[src/rtl/pw_pkg.sv]
// Package: shared state and fault-cause encodings for the page walker,
// plus the bit positions of the flags inside a directory or table entry.
package pw_pkg;
    typedef enum logic [2:0] {
        ST_IDLE,
        ST_FETCH_DIR,
        ST_WAIT_DIR,
        ST_FETCH_TBL,
        ST_WAIT_TBL,
        ST_DONE,
        ST_FAULT
    } walk_state_t;

    typedef enum logic [1:0] {
        CAUSE_NONE       = 2'd0,
        CAUSE_DIR_ABSENT = 2'd1,
        CAUSE_TBL_ABSENT = 2'd2,
        CAUSE_PROT       = 2'd3
    } fault_cause_t;

    localparam int FLAG_PRESENT = 0;
    localparam int FLAG_WRITE   = 1;
    localparam int FLAG_USER    = 2;
endpackage

[src/rtl/pw_addr_gen.sv]
// Module: pw_addr_gen
// Forms the byte address of the next entry to read. It computes the
// directory slot from the base and the upper index, or the table slot
// from the directory entry frame and the middle index.
// Assumes entries are ENTRY_W bits wide and frames are page aligned.
module pw_addr_gen #(
    parameter int VA_W    = 32,
    parameter int ENTRY_W = 32,
    parameter int IDX_W   = 10,
    parameter int OFF_W   = 12
) (
    input  logic [ENTRY_W-1:0] base,
    input  logic [VA_W-1:0]    vaddr,
    input  logic [ENTRY_W-1:0] dir_entry,
    input  logic               sel_table,
    output logic [ENTRY_W-1:0] addr
);
    localparam int SLOT_SH = $clog2(ENTRY_W / 8);

    logic [IDX_W-1:0]   dir_idx;
    logic [IDX_W-1:0]   tbl_idx;
    logic [ENTRY_W-1:0] frame_base;

    // Slice the indices and select the slot address for the current level.
    always_comb begin
        dir_idx    = vaddr[VA_W-1 -: IDX_W];
        tbl_idx    = vaddr[OFF_W +: IDX_W];
        frame_base = {dir_entry[ENTRY_W-1:OFF_W], {OFF_W{1'b0}}};
        if (sel_table)
            addr = frame_base + (ENTRY_W'(tbl_idx) << SLOT_SH);
        else
            addr = base + (ENTRY_W'(dir_idx) << SLOT_SH);
    end
endmodule

[src/rtl/pw_perm_check.sv]
// Module: pw_perm_check
// Combines the rights of both levels by AND and decides whether the
// requested access is allowed. Assumes both entries are present.
module pw_perm_check #(
    parameter int ENTRY_W = 32
) (
    input  logic [ENTRY_W-1:0] dir_entry,
    input  logic [ENTRY_W-1:0] tbl_entry,
    input  logic               is_write,
    input  logic               is_user,
    output logic               eff_write,
    output logic               eff_user,
    output logic               deny
);
    import pw_pkg::*;

    // Merge rights across levels and test them against the access.
    always_comb begin
        eff_write = dir_entry[FLAG_WRITE] & tbl_entry[FLAG_WRITE];
        eff_user  = dir_entry[FLAG_USER]  & tbl_entry[FLAG_USER];
        deny      = (is_write & ~eff_write) | (is_user & ~eff_user);
    end
endmodule

[src/rtl/page_walker.sv]
// Module: page_walker
// Two-level table walker. It accepts one request while idle, reads the
// directory entry, then the table entry, and reports a translation or a
// fault for one cycle. Assumes memory answers every read exactly once
// and takes requests without back-pressure.
module page_walker #(
    parameter int VA_W    = 32,
    parameter int ENTRY_W = 32,
    parameter int IDX_W   = 10,
    parameter int OFF_W   = 12
) (
    input  logic                 clk,
    input  logic                 rst_n,
    input  logic                 req_valid,
    input  logic [VA_W-1:0]      req_vaddr,
    input  logic                 req_write,
    input  logic                 req_user,
    input  logic [ENTRY_W-1:0]   base_addr,
    output logic                 busy,
    output logic                 mem_rd_valid,
    output logic [ENTRY_W-1:0]   mem_rd_addr,
    input  logic                 mem_rsp_valid,
    input  logic [ENTRY_W-1:0]   mem_rsp_data,
    output logic                 done_valid,
    output logic                 done_fault,
    output logic [1:0]           done_cause,
    output logic [ENTRY_W-OFF_W-1:0] done_ppn,
    output logic [ENTRY_W-1:0]   done_paddr,
    output logic                 done_writable,
    output logic                 done_user
);
    import pw_pkg::*;

    localparam int PPN_W = ENTRY_W - OFF_W;

    walk_state_t  state;
    fault_cause_t cause_q;
    logic [VA_W-1:0]    va_q;
    logic [ENTRY_W-1:0] base_q;
    logic [ENTRY_W-1:0] dir_q;
    logic [ENTRY_W-1:0] tbl_q;
    logic               wr_q;
    logic               usr_q;
    logic               effw_q;
    logic               effu_q;
    logic               eff_write;
    logic               eff_user;
    logic               deny;

    pw_addr_gen #(
        .VA_W(VA_W), .ENTRY_W(ENTRY_W), .IDX_W(IDX_W), .OFF_W(OFF_W)
    ) u_addr (
        .base      (base_q),
        .vaddr     (va_q),
        .dir_entry (dir_q),
        .sel_table (state == ST_FETCH_TBL),
        .addr      (mem_rd_addr)
    );

    pw_perm_check #(.ENTRY_W(ENTRY_W)) u_perm (
        .dir_entry (dir_q),
        .tbl_entry (mem_rsp_data),
        .is_write  (wr_q),
        .is_user   (usr_q),
        .eff_write (eff_write),
        .eff_user  (eff_user),
        .deny      (deny)
    );

    // Walk sequencer: latch the request, capture entries, decide the outcome.
    always_ff @(posedge clk) begin
        if (!rst_n) begin
            state   <= ST_IDLE;
            cause_q <= CAUSE_NONE;
            va_q    <= '0;
            base_q  <= '0;
            dir_q   <= '0;
            tbl_q   <= '0;
            wr_q    <= 1'b0;
            usr_q   <= 1'b0;
            effw_q  <= 1'b0;
            effu_q  <= 1'b0;
        end else begin
            case (state)
                ST_IDLE: if (req_valid) begin
                    va_q   <= req_vaddr;
                    base_q <= base_addr;
                    wr_q   <= req_write;
                    usr_q  <= req_user;
                    state  <= ST_FETCH_DIR;
                end
                ST_FETCH_DIR: state <= ST_WAIT_DIR;
                ST_WAIT_DIR: if (mem_rsp_valid) begin
                    dir_q <= mem_rsp_data;
                    if (!mem_rsp_data[FLAG_PRESENT]) begin
                        cause_q <= CAUSE_DIR_ABSENT;
                        state   <= ST_FAULT;
                    end else begin
                        state <= ST_FETCH_TBL;
                    end
                end
                ST_FETCH_TBL: state <= ST_WAIT_TBL;
                ST_WAIT_TBL: if (mem_rsp_valid) begin
                    tbl_q  <= mem_rsp_data;
                    effw_q <= eff_write;
                    effu_q <= eff_user;
                    if (!mem_rsp_data[FLAG_PRESENT]) begin
                        cause_q <= CAUSE_TBL_ABSENT;
                        state   <= ST_FAULT;
                    end else if (deny) begin
                        cause_q <= CAUSE_PROT;
                        state   <= ST_FAULT;
                    end else begin
                        state <= ST_DONE;
                    end
                end
                default: state <= ST_IDLE;
            endcase
        end
    end

    // Decode handshake and result outputs from the state and captured entries.
    always_comb begin
        busy          = (state != ST_IDLE);
        mem_rd_valid  = (state == ST_FETCH_DIR) || (state == ST_FETCH_TBL);
        done_valid    = (state == ST_DONE) || (state == ST_FAULT);
        done_fault    = (state == ST_FAULT);
        done_cause    = (state == ST_FAULT) ? cause_q : CAUSE_NONE;
        done_ppn      = (state == ST_DONE) ? tbl_q[ENTRY_W-1:OFF_W] : '0;
        done_paddr    = (state == ST_DONE) ? {tbl_q[ENTRY_W-1:OFF_W], va_q[OFF_W-1:0]} : '0;
        done_writable = (state == ST_DONE) & effw_q;
        done_user     = (state == ST_DONE) & effu_q;
    end

    logic unused_ppn_w;
    assign unused_ppn_w = (PPN_W == 0);
endmodule

[config.mk]
export PLATFORM = sky130hd
export DESIGN_NAME = page_walker
export DESIGN_NICKNAME = d
export VERILOG_FILES = /design/src/rtl/pw_pkg.sv /design/src/rtl/pw_addr_gen.sv /design/src/rtl/pw_perm_check.sv /design/src/rtl/page_walker.sv
export SDC_FILE = /design/constraint.sdc
export NUM_CORES = 1
export LEC_CHECK = 0
export BUFFER_PORTS_ARGS = -buffer_cell sky130_fd_sc_hd__buf_2
export CORE_UTILIZATION = 52
export DETAILED_ROUTE_END_ITERATION = 8
export PLACE_DENSITY = 0.88
export RECOVER_POWER = 25
export SLEW_MARGIN = 20
export SYNTH_ARGS = -nofsm -noshare
export SYNTH_HDL_FRONTEND = slang
export SYNTH_HIERARCHICAL = 1
export SYNTH_SLANG_ARGS = --single-unit
[constraint.sdc]
create_clock -name clk -period 2.5 [get_ports clk]
set_clock_uncertainty 0.05 [all_clocks]
set_input_delay 0.125 -clock clk [delete_from_list [all_inputs] [get_ports clk]]
set_output_delay 0.125 -clock clk [all_outputs]
set_load 0.05 [all_outputs]
==> flow_metrics.py <==
metrics = {
    "die": {
        "row_count": 39,
        "chipHeight_um": 111,
        "die_area_um2": 12300,
        "ioPinCount": 194,
        "fp.dieW_um": 111,
        "start_util_pct": 53.6,
        "core_region_area_um2": 11500,
    },
    "timing": {
        "max_freq_mhz": 372,
        "hold_viol_final": 0,
        "rsz0062_at_grt": "yes",
        "setup_ws_ps": -188,
        "tightest_slew_ps": 823,
        "relSlewSlack_pct": 45.1,
        "tns_ps": -3030,
        "final.min_clock_period_ps": 2690,
        "setup_viol": 25,
        "final_max_slew_viol_count": 0,
        "fin_crit_sh_pct": 108,
    },
    "worst_hold_path": {
        "min-delay-start": "mem_rsp_data[0]",
        "hp-class": "primary input to flop",
    },
    "run_status": {
        "run_status": "complete, but fails checks",
        "violations": "negative setup slack",
    },
    "final_layout": {
        "nets": 1133,
        "seq_area_um2": 2320,
        "multi_input_area_um2": 3620,
        "syn_to_final_growth_pct": 46.5,
        "drive_above_1_share_pct": 32.2,
        "fillers": 705,
    },
    "synth": {
        "syn_avg_cell_area_um2": 7.89,
        "synth_area_um2": 6150,
        "post_synth_inst_count": 780,
        "syn_nets": 893,
        "yosysWarnings": 6,
    },
    "global_route": {
        "antenna_found_initial": 2,
        "overflow": 0,
        "grt_pass1_wl_um": 31600,
        "grtUsageTotal_pct": 32.1,
        "grt_max_degree": 133,
        "grt_pass1_vias": 6513,
    },
    "setup_path": {
        "worstSetupPathType": "flop to output port",
        "cp-end-kind": "output port",
        "reg2reg_from": "state[0]",
        "cp-start-kind": "flop",
        "crit_start": "base_q[8]",
        "critPathMaxFanout": 5,
        "worst_path_max_delay_cell": "dfxtp_4",
        "worst_ep_required_time_ps": 2330,
        "worst_ep_arrival_time_ps": 2510,
        "reg2reg_slack_ps": 120,
        "cpPeakStageDelay_ps": 350,
        "cp_cell_sequence": "ha_4 > buf_6 > o211ai_1 > o211ai_4 > nand4_1 > xnor2_1 > mux2_4 > buf_8",
    },
    "cts": {
        "insertion_delay_ps": 420,
        "h-tree-depth": 4,
        "root_buffer": "clkbuf_16",
        "cts.path.max_buffers": 2,
        "clock_sinks": 115,
        "cts_made_buffers": 17,
        "path_clk_slew_ps": 60,
        "cts_tree": "built",
    },
    "power_and_ir_drop": {
        "p_per_area_nw_per_um2": 723,
        "ir_worst_vdd_mv": 0.679,
        "power_mw": 6.51,
        "p_leak_nw": 3.83,
    },
    "drt": {
        "first_pass_iters": 6,
        "drcViolationCount": 0,
        "dr.first_iter.drc_count": 536,
        "routedWlPerCell_um": 16.8,
        "num_vias": 6557,
        "vias_per_cell": 5.57,
        "drtAntennaViolNets": 0,
        "routed_wl_um": 19800,
    },
    "placed_design": {
        "place_congestion": 0.852,
        "dp_hpwl_um": 10300,
        "io_buffers": 184,
    },
    "flow_run": {
        "drv_cap": 0,
    },
}
## critical path: cells and delay by family (launching register included)
family / cells / cell delay (ps)
adders and majority gates: 1 / 290
AOI/OAI and AO/OA: 2 / 600
buffers and inverters: 2 / 250
DFF: 1 / 350
muxes: 1 / 280
and+or+nand+nor: 1 / 160
xor gates and xnor gates: 1 / 160
## state kept, by name, indices dropped and copies added (netlist names)
name,count
base_q,32
va_q,32
dir_q,22
tbl_q,20
state,3
cause_q,2
effu_q,1
effw_q,1
usr_q,1
wr_q,1
## area by class of cell
class,instances,area share [%]
flip-flops and latches,115,25.7
clock buffers,21,5.22
inverters,6,0.250
well taps,143,1.99
repair buffers,306,25.1
multi-input cells,574,40.2
clock inverters,11,1.47
diodes,2,0.0555
## through the flow
step	hold slack, ps	util [%]	std cells	cell area (um^2)	setup slack (ps)
floorplan	202	-	780	6240	2.35
global placement	288	60.8	1042	6970	-23.9
detailed placement	296	60.8	1042	6970	-78.4
CTS	70.7	77.3	1173	8870	-140
global route	109	78.6	1178	9010	-292
finish	86.0	78.6	1178	9010	-188
## layer usage
metal	wire [um]	global-route usage, %
met5	0	0
met4	693	17.2
met3	1240	7.44
met2	10100	56.6
met1	7780	35.8
## worst paths after layout
check | to | cells past startpoint
setup reg to reg | base_q[8] | 4
setup / recovery | mem_rd_addr[26] | 8
hold / removal | state[2] | 4
hold reg to reg | va_q[10] | 2
## power by group
part | switching, mW | internal [mW] | leakage (nW)
Combinational | 1.16 | 0.711 | 2.59
Clock | 0.856 | 1.63 | 0.302
Sequential | 0.142 | 2.02 | 0.943
## cells in the final DEF, fill, tap and decap left out, types with 4 or more instances in the layout
cell type and count:
nand2_1 182, buf_2 157, dfxtp_1 103, dlygate4sd3_1 88, nand3_1 67, o21ai_0 57, a21boi_0 41, and3_1 39
buf_6 29, o21ai_1 28, buf_4 25, clkbuf_16 17, nor2_1 13, o21ai_2 12, xor2_1 12, dfxtp_2 11
nand4_1 10, nor2b_1 8, clkinv_2 7, ha_4 7, inv_1 6, xnor2_1 6, or3_1 6, a21o_1 5
a31oi_2 5, and2_1 4, a21oi_4 4
## repair_timing
item / 4_1_cts / 5_1_grt
setup buffers: 9 / 3
hold endpoints to repair: 108 / 0
cloned: 2 / 0
hold buffers: 88 / 0
pin swaps: 44 / 16
gates resized for setup: 80 / 33
endpoints found under the setup margin: 24 / 37
(Power assumes the default switching activity.)
